### src/rtl/alu16_pkg.sv
package alu16_pkg;

    typedef enum logic [1:0] {
        OUT_LOGIC = 2'b00,
        OUT_ARITH = 2'b01,
        OUT_SHIFT = 2'b10,
        OUT_PASSB = 2'b11
    } out_sel_e;

    typedef enum logic [1:0] {
        LG_AND     = 2'b00,
        LG_OR      = 2'b01,
        LG_XOR     = 2'b10,
        LG_AND_ALT = 2'b11
    } logic_sel_e;

    typedef struct packed {
        logic carry;
        logic ovf;
        logic zero;
        logic neg;
    } flags_t;

    localparam flags_t FLAGS_CLEAR = '{carry: 1'b0, ovf: 1'b0, zero: 1'b0, neg: 1'b0};

    function automatic logic signed_ovf(input logic a_msb, input logic b_eff_msb,
                                        input logic s_msb);
        return (a_msb == b_eff_msb) && (s_msb != a_msb);
    endfunction

endpackage

### src/rtl/alu_addsub.sv
module alu_addsub #(
    parameter int unsigned WIDTH = 16
) (
    input  logic [WIDTH-1:0] a,
    input  logic [WIDTH-1:0] b,
    input  logic             sub,
    output logic [WIDTH-1:0] sum,
    output logic             cout,
    output logic             ovf
);
    import alu16_pkg::*;

    localparam int unsigned MSB = WIDTH - 1;

    logic [WIDTH-1:0] b_eff;
    logic [WIDTH:0]   wide;

    always_comb begin
        b_eff = b ^ {WIDTH{sub}};
        wide  = {1'b0, a} + {1'b0, b_eff} + {{WIDTH{1'b0}}, sub};
        sum   = wide[WIDTH-1:0];
        cout  = wide[WIDTH];
        ovf   = signed_ovf(a[MSB], b_eff[MSB], wide[MSB]);
    end
endmodule

### src/rtl/alu_logic.sv
module alu_logic #(
    parameter int unsigned WIDTH = 16
) (
    input  logic [WIDTH-1:0]       a,
    input  logic [WIDTH-1:0]       b,
    input  alu16_pkg::logic_sel_e  sel,
    output logic [WIDTH-1:0]       y
);
    import alu16_pkg::*;

    always_comb begin
        unique case (sel)
            LG_OR:   y = a | b;
            LG_XOR:  y = a ^ b;
            default: y = a & b;
        endcase
    end
endmodule

### src/rtl/alu_shift1.sv
module alu_shift1 #(
    parameter int unsigned WIDTH = 16
) (
    input  logic [WIDTH-1:0] a,
    input  logic             toward_lsb,
    output logic [WIDTH-1:0] y
);
    for (genvar i = 0; i < WIDTH; i++) begin : g_bit
        logic from_low;
        logic from_high;
        if (i == 0) begin : g_lo_edge
            assign from_low = 1'b0;
        end else begin : g_lo_mid
            assign from_low = a[i-1];
        end
        if (i == WIDTH - 1) begin : g_hi_edge
            assign from_high = 1'b0;
        end else begin : g_hi_mid
            assign from_high = a[i+1];
        end
        assign y[i] = toward_lsb ? from_high : from_low;
    end
endmodule

### src/rtl/alu_flag_reg.sv
module alu_flag_reg (
    input  logic              clk,
    input  logic              rst,
    input  logic              load,
    input  alu16_pkg::flags_t d,
    output alu16_pkg::flags_t q
);
    import alu16_pkg::*;

    always_ff @(posedge clk) begin
        if (rst) begin
            q <= FLAGS_CLEAR;
        end else if (load) begin
            q <= d;
        end
    end
endmodule

### src/rtl/alu16_flags.sv
module alu16_flags #(
    parameter int unsigned WIDTH = 16
) (
    input  logic             clk,
    input  logic             rst,
    input  logic [WIDTH-1:0] op_a,
    input  logic [WIDTH-1:0] op_b,
    input  logic             sub_mode,
    input  logic [1:0]       logic_sel,
    input  logic [1:0]       out_sel,
    input  logic             shift_imm_neg,
    input  logic             flag_en,
    output logic [WIDTH-1:0] result,
    output logic             carry_q,
    output logic             ovf_q,
    output logic             zero_q,
    output logic             neg_q
);
    import alu16_pkg::*;

    localparam int unsigned MSB = WIDTH - 1;

    out_sel_e         osel;
    logic_sel_e       lsel;
    logic [WIDTH-1:0] add_sum;
    logic             add_cout;
    logic             add_ovf;
    logic [WIDTH-1:0] logic_y;
    logic [WIDTH-1:0] shift_y;
    flags_t           flags_next;
    flags_t           flags_q;
    logic             flag_load;

    assign osel = out_sel_e'(out_sel);
    assign lsel = logic_sel_e'(logic_sel);

    alu_addsub #(.WIDTH(WIDTH)) u_add (
        .a    (op_a),
        .b    (op_b),
        .sub  (sub_mode),
        .sum  (add_sum),
        .cout (add_cout),
        .ovf  (add_ovf)
    );

    alu_logic #(.WIDTH(WIDTH)) u_logic (
        .a   (op_a),
        .b   (op_b),
        .sel (lsel),
        .y   (logic_y)
    );

    alu_shift1 #(.WIDTH(WIDTH)) u_shift (
        .a          (op_a),
        .toward_lsb (shift_imm_neg),
        .y          (shift_y)
    );

    always_comb begin
        unique case (osel)
            OUT_LOGIC: result = logic_y;
            OUT_ARITH: result = add_sum;
            OUT_SHIFT: result = shift_y;
            default:   result = op_b;
        endcase
    end

    always_comb begin
        flags_next.carry = add_cout ^ sub_mode;
        flags_next.ovf   = add_ovf;
        flags_next.zero  = ~|result;
        flags_next.neg   = add_cout ^ op_a[MSB] ^ op_b[MSB];
    end

    assign flag_load = flag_en && (osel == OUT_ARITH);

    alu_flag_reg u_flags (
        .clk  (clk),
        .rst  (rst),
        .load (flag_load),
        .d    (flags_next),
        .q    (flags_q)
    );

    assign carry_q = flags_q.carry;
    assign ovf_q   = flags_q.ovf;
    assign zero_q  = flags_q.zero;
    assign neg_q   = flags_q.neg;
endmodule

### config.mk
export PLATFORM = sky130hd
export DESIGN_NAME = alu16_flags
export DESIGN_NICKNAME = d
export VERILOG_FILES = /design/src/rtl/alu16_pkg.sv /design/src/rtl/alu_addsub.sv /design/src/rtl/alu_logic.sv /design/src/rtl/alu_shift1.sv /design/src/rtl/alu_flag_reg.sv /design/src/rtl/alu16_flags.sv
export SDC_FILE = /design/constraint.sdc
export NUM_CORES = 1
export LEC_CHECK = 0
export BUFFER_PORTS_ARGS = -buffer_cell sky130_fd_sc_hd__buf_2
export CAP_MARGIN = 10
export CORE_MARGIN = 3
export CORE_UTILIZATION = 57
export DETAILED_ROUTE_END_ITERATION = 10
export GPL_ROUTABILITY_DRIVEN = 0
export GPL_TIMING_DRIVEN = 0
export PLACE_DENSITY = 0.81
export SYNTH_ARGS = -nofsm -noshare
export SYNTH_HDL_FRONTEND = slang
export SYNTH_SLANG_ARGS = --single-unit
### constraint.sdc
create_clock -name clk -period 5.4 [get_ports clk]
set_clock_uncertainty 0.15 [all_clocks]
set_input_delay 1.08 -clock clk [delete_from_list [all_inputs] [get_ports clk]]
set_output_delay 1.08 -clock clk [all_outputs]
set_load 0.005 [all_outputs]
Word-level counts from Yosys, hierarchy flattened --
Index checks and enable logic that the tools add are counted.
Storage, ports and cells: memories 0, input bits 41, flip-flop bits (word level) 4, output and inout bits 20, word-level logic and storage cells 42, bits in latches 0, bits in read-only memories 0, memory bits (writable) 0
Cells by class: multiplexer cells 18, $add $sub $neg 2, shifts and indexed selects 0, order comparisons 0, div/mod/pow operators 0, reductions and logical operators 5, equal/unequal tests 6, bitwise gates (word level) 7, $mul 0
Operators by type and width (count):
- $pmux W16 S3 | 1
- $pmux W16 S2 | 1
- $xor A16 B16 Y16 | 2
- $add A16 B16 Y17 | 1
- $add A17 B1 Y17 | 1
- $and A16 B16 Y16 | 1
- $mux W1 | 16
- $or A16 B16 Y16 | 1
- $reduce_or A16 Y1 | 1
- $eq A2 B1 Y1 const B | 2
- $eq A2 B2 Y1 const B | 2
- $xor A1 B1 Y1 | 3
- $logic_and A1 B1 Y1 | 2
- $logic_not A2 Y1 | 1
- $eq A1 B1 Y1 | 1
- $logic_not A1 Y1 | 1
- $ne A1 B1 Y1 | 1

Logic depth before layout (Yosys ltp) --
word-level depth 6, gate-level depth with buffers 12, mapped depth without buffers 11

Cells and area by module --
A second synthesis with hierarchy kept.
Unflattened totals: cells, all modules 313, area total of the unflattened synthesis 2761.4 sq um
By module, submodules not included:
- alu_logic | sequential area each 0.0 sq um, times used 1, cells an instance 138, area each 955.9 sq um
- alu_addsub | sequential area each 0.0 sq um, times used 1, cells an instance 114, area each 924.6 sq um
- alu16_flags | sequential area each 0.0 sq um, times used 1, cells an instance 30, area each 505.5 sq um
- alu_shift1 | sequential area each 0.0 sq um, times used 1, cells an instance 18, area each 235.2 sq um
- alu_flag_reg | sequential area each 80.1 sq um, times used 1, cells an instance 13, area each 140.1 sq um

Worst setup path before layout --
Ideal clock, no wire load.
path kind input to output, start input sub_mode, end output result[15], setup slack 0.789 ns, data required time 4.170 ns, stages 10, path buffers 2, data arrival time 3.381 ns, cell sequence buf_6 > buf_1 > xor2_1 > ha_1 > a21oi_2 > o22ai_2 > o31ai_4 > o22ai_2 > nor4b_4 > o41a_1
On the way: longest elaborated chain between the ends 4
RTL lines:
- from (decl) | line alu16_flags.sv:8 | input logic sub_mode,
- $xor A16 B16 Y16 | line alu_addsub.sv:19 | b_eff = b ^ {WIDTH{sub}};
- $add A16 B16 Y17 | line alu_addsub.sv:20 | wide = {1'b0, a} + {1'b0, b_eff} + {{WIDTH{1'b0}}, sub};
- $add A17 B1 Y17 * | line alu_addsub.sv:20
- $pmux W16 S3 * | line alu16_flags.sv:60 | unique case (osel)
- to (decl) | line alu16_flags.sv:13 | output logic [WIDTH-1:0] result,
Mark *: on every way between the ends. The rest lies on a longest branch, timed or not.

Worst setup path in the final report --
start input sub_mode, end output result[14]
The elaborated chain is that of the path after synthesis.

==> flow_summary_export.csv <==
group,metric,value,unit
status,status,"finished clean",
cts,cts_tree,"built",
logic_synthesis,synth_area_per_cell,7.13,um^2
critical_path,path_cells,"buf_6, xor2_1, inv_1, fa_1, nand2b_1, a21bo_2, a211oi_2, o211ai_1, and3_1, nor3_1, buf_2",
logic_synthesis,syn-num-nets,478,
critical_path,path_max_fanout,18,
sta,finalCritPeriodShare,88.6,%
sta,period_needed,4780,ps
power_and_ir_drop,peakVddDrop,0.0799,mV
cells_and_area,nNetsFinal,539,
floorplanning,rows,24,
global_routing,gr-total-overflow,0,
critical_path,critPathTopFamily,"simple AND/OR/NAND/NOR gates",
place,hpwl,6250,um
sta,drv_slew,0,
floorplanning,core,4500,um^2
drt,vias_per_cell,6.02,
flow_run,drv_cap,0,
cts,cts_buffers,3,
critical_path,endpoint_kind,"output port",
cells_and_area,regMostFlops,"u_flags.q",
logic_synthesis,synth_top_cell_area_share,23.8,%
floorplanning,die_h,75.3,um
drt,wl_per_cell,16.0,um
logic_synthesis,synth-edff-count,0,
logic_synthesis,async_flop_share,0,%
drt,drtPass1Iterations,5,
logic_synthesis,synth_seq_cells,4,
sta,fin_tns_setup,0,ps
cells_and_area,utilization,69.4,%
floorplanning,die-width,75.3,um
cells_and_area,fin_area,3120,um^2
cells_and_area,multiInputGateArea,2360,um^2
logic_synthesis,synth-warning-count,0,
critical_path,arrival,3550,ps
sta,rsz0062_at_grt,"no",
floorplanning,io-pin-count,61,
logic_synthesis,synthTopCellsByCount,"inv_1 (59), ha_1 (52), nand2_1 (41)",
cts,clk-insertion-delay-late,210,ps
sta,fmax,0.209,GHz
cells_and_area,nFillCells,402,
cells_and_area,area_growth,14.2,%
logic_synthesis,ys_top_cells_by_area,"ha_1 (24%), inv_1 (8.1%), xor2_1 (6.4%)",
logic_synthesis,syn_inst,384,
cells_and_area,top_regs,"u_flags.q: 4 flops",
cts,cts_buffer_depth,2,
drt,ant_nets,0,
sta,hold_viol,0,
global_routing,antenna_found_initial,0,
drt,vias,2978,
global_routing,grt_pass1_wl,12600,um
floorplanning,die_area,5670,um^2
critical_path,cp-start-kind,"primary input",
cts,ctsRootBufferMaster,"clkbuf_8",
critical_path,slowest_delay,440,ps
floorplanning,initial_core_util,60.7,%
critical_path,worstSetupPathType,"in -> out",
power_and_ir_drop,leakage,1.60,nW
sta,setup_viol,0,
drt,drc,0,
logic_synthesis,yosysSeqAreaShare,2.93,%
drt,first_iter_violations,272,
logic_synthesis,post-synth-top-count-cell,"inv_1",
cells_and_area,layout-drive-gt1-share,17.2,%
logic_synthesis,synth_cell_types,61,
logic_synthesis,ys.flop_type,"dfxtp_1",
global_routing,grt_pass1_vias,2663,
cts,cts.sinks,4,
critical_path,required,4170,ps
logic_synthesis,synth_area,2740,um^2
global_routing,grt.total_usage,28.3,%
cells_and_area,largest_reg_flops,4,
cts,clkSlewWorstSetupHoldPaths,30,ps
drt,wl,7930,um
power_and_ir_drop,pwr_density_cell,139,nW/um^2
cts,cts.htree.levels,1,
critical_path,cpMaxStageDelayCell,"fa_1",
worst_hold_path,hp-class,"reg -> reg",
sta,worstMarginPinSlew,651,ps
place,placed_area,3090,um^2
critical_path,cp_num_buf_inv,3,
place,portBuffers,57,
cells_and_area,diodes,0,
sta,slew_headroom,55.5,%
logic_synthesis,yosysTopAreaCell,"ha_1",
global_routing,grt_max_degree,11,
cells_and_area,regArea,80.1,um^2
[power breakdown]
group,internal [mW],switching [mW],total (mW),leakage [nW]
Combinational,0.144,0.198,0.342,1.54
Sequential,0.0308,0.000410,0.0312,0.0324
Clock,0.0475,0.0147,0.0621,0.0216
[worst min-delay path, stage by stage (launching register included)]
cell	delay, ps
dfxtp_1	300
nand2_1	50
a21oi_1	50
[cell usage in the layout (no fill, tap or decap), types with 2 or more instances in the layout]
cell and count:
a2111oi_0 3, a21boi_0 3, a21o_1 4, a21oi_1 25, a221o_1 2, a221oi_1 6, a22oi_1 10, a32oi_1 2
and3_1 3, and3b_1 2, buf_1 2, buf_2 60, clkbuf_1 11, clkbuf_8 3, dfxtp_1 4, ha_1 52
inv_1 59, mux2i_1 6, mux4_2 3, nand2_1 41, nand2b_1 7, nand3_1 6, nor2_1 19, nor2b_1 4
nor3_1 4, nor4_1 4, o2111ai_1 2, o211a_1 2, o211ai_1 10, o21a_1 3, o21ai_0 26, o22ai_2 2
o2bb2ai_1 2, xnor2_1 4, xor2_1 20
[final timing paths]
check / from / end / slack, ps / cells past startpoint
max: sub_mode / result[14] / 620 / 11
min: u_flags.q[2] / u_flags.q[2] / 300 / 2
max reg2reg: u_flags.q[3] / u_flags.q[3] / 4390 / 2
min reg2reg: u_flags.q[2] / u_flags.q[2] / 300 / 2
[layer usage]
metal / up-vias / GRT usage (%) / share of wire, %
li1: 1483 / - / -
met2: 130 / 48.4 / 47
met4: 0 / 5.63 / 1.2
met5: - / 0 / 0
met3: 10 / 2.94 / 7.9
met1: 1355 / 38.5 / 44
[area by class of cell]
type	count	share of cell area, %
multi-input cells	303	75.4
repair buffers	57	9.13
inverters	59	7.09
flip-flops and latches	4	2.56
plain buffers	17	2.40
well taps	52	2.08
clock buffers	3	1.32
[metrics by stage]
| step | hold slack, ps | power (mW) | setup WS, ps | instances |
|---|---|---|---|---|
| detailed placement | 293 | 0.368 | 163 | 493 |
| CTS | 297 | 0.432 | 161 | 496 |
| global route | 326 | 0.479 | 410 | 495 |
| global placement | 288 | 0.360 | 187 | 493 |
| floorplan | 292 | 0.266 | 789 | 384 |
| finish | 295 | 0.436 | 617 | 495 |
[timing repair]
action	CTS	global route
buffers inserted	0	0
hold buffers	0	0
resized for setup	0	0
setup endpoints to repair	0	1
[cells by family (layout without fill, tap and decap cells)]
group	Yosys count	after routing	share of synthesized area, %
muxes	11	11	5.90
buffers and inverters	77	136	11.0
adders and majority gates	53	53	24.5
xor gates and xnor gates	24	24	7.68
AOI/OAI and AO/OA	118	118	30.4
and+or+nand+nor	97	97	17.6
DFF	4	4	2.93
No activity file was read; power rests on OpenSTA's default activity.
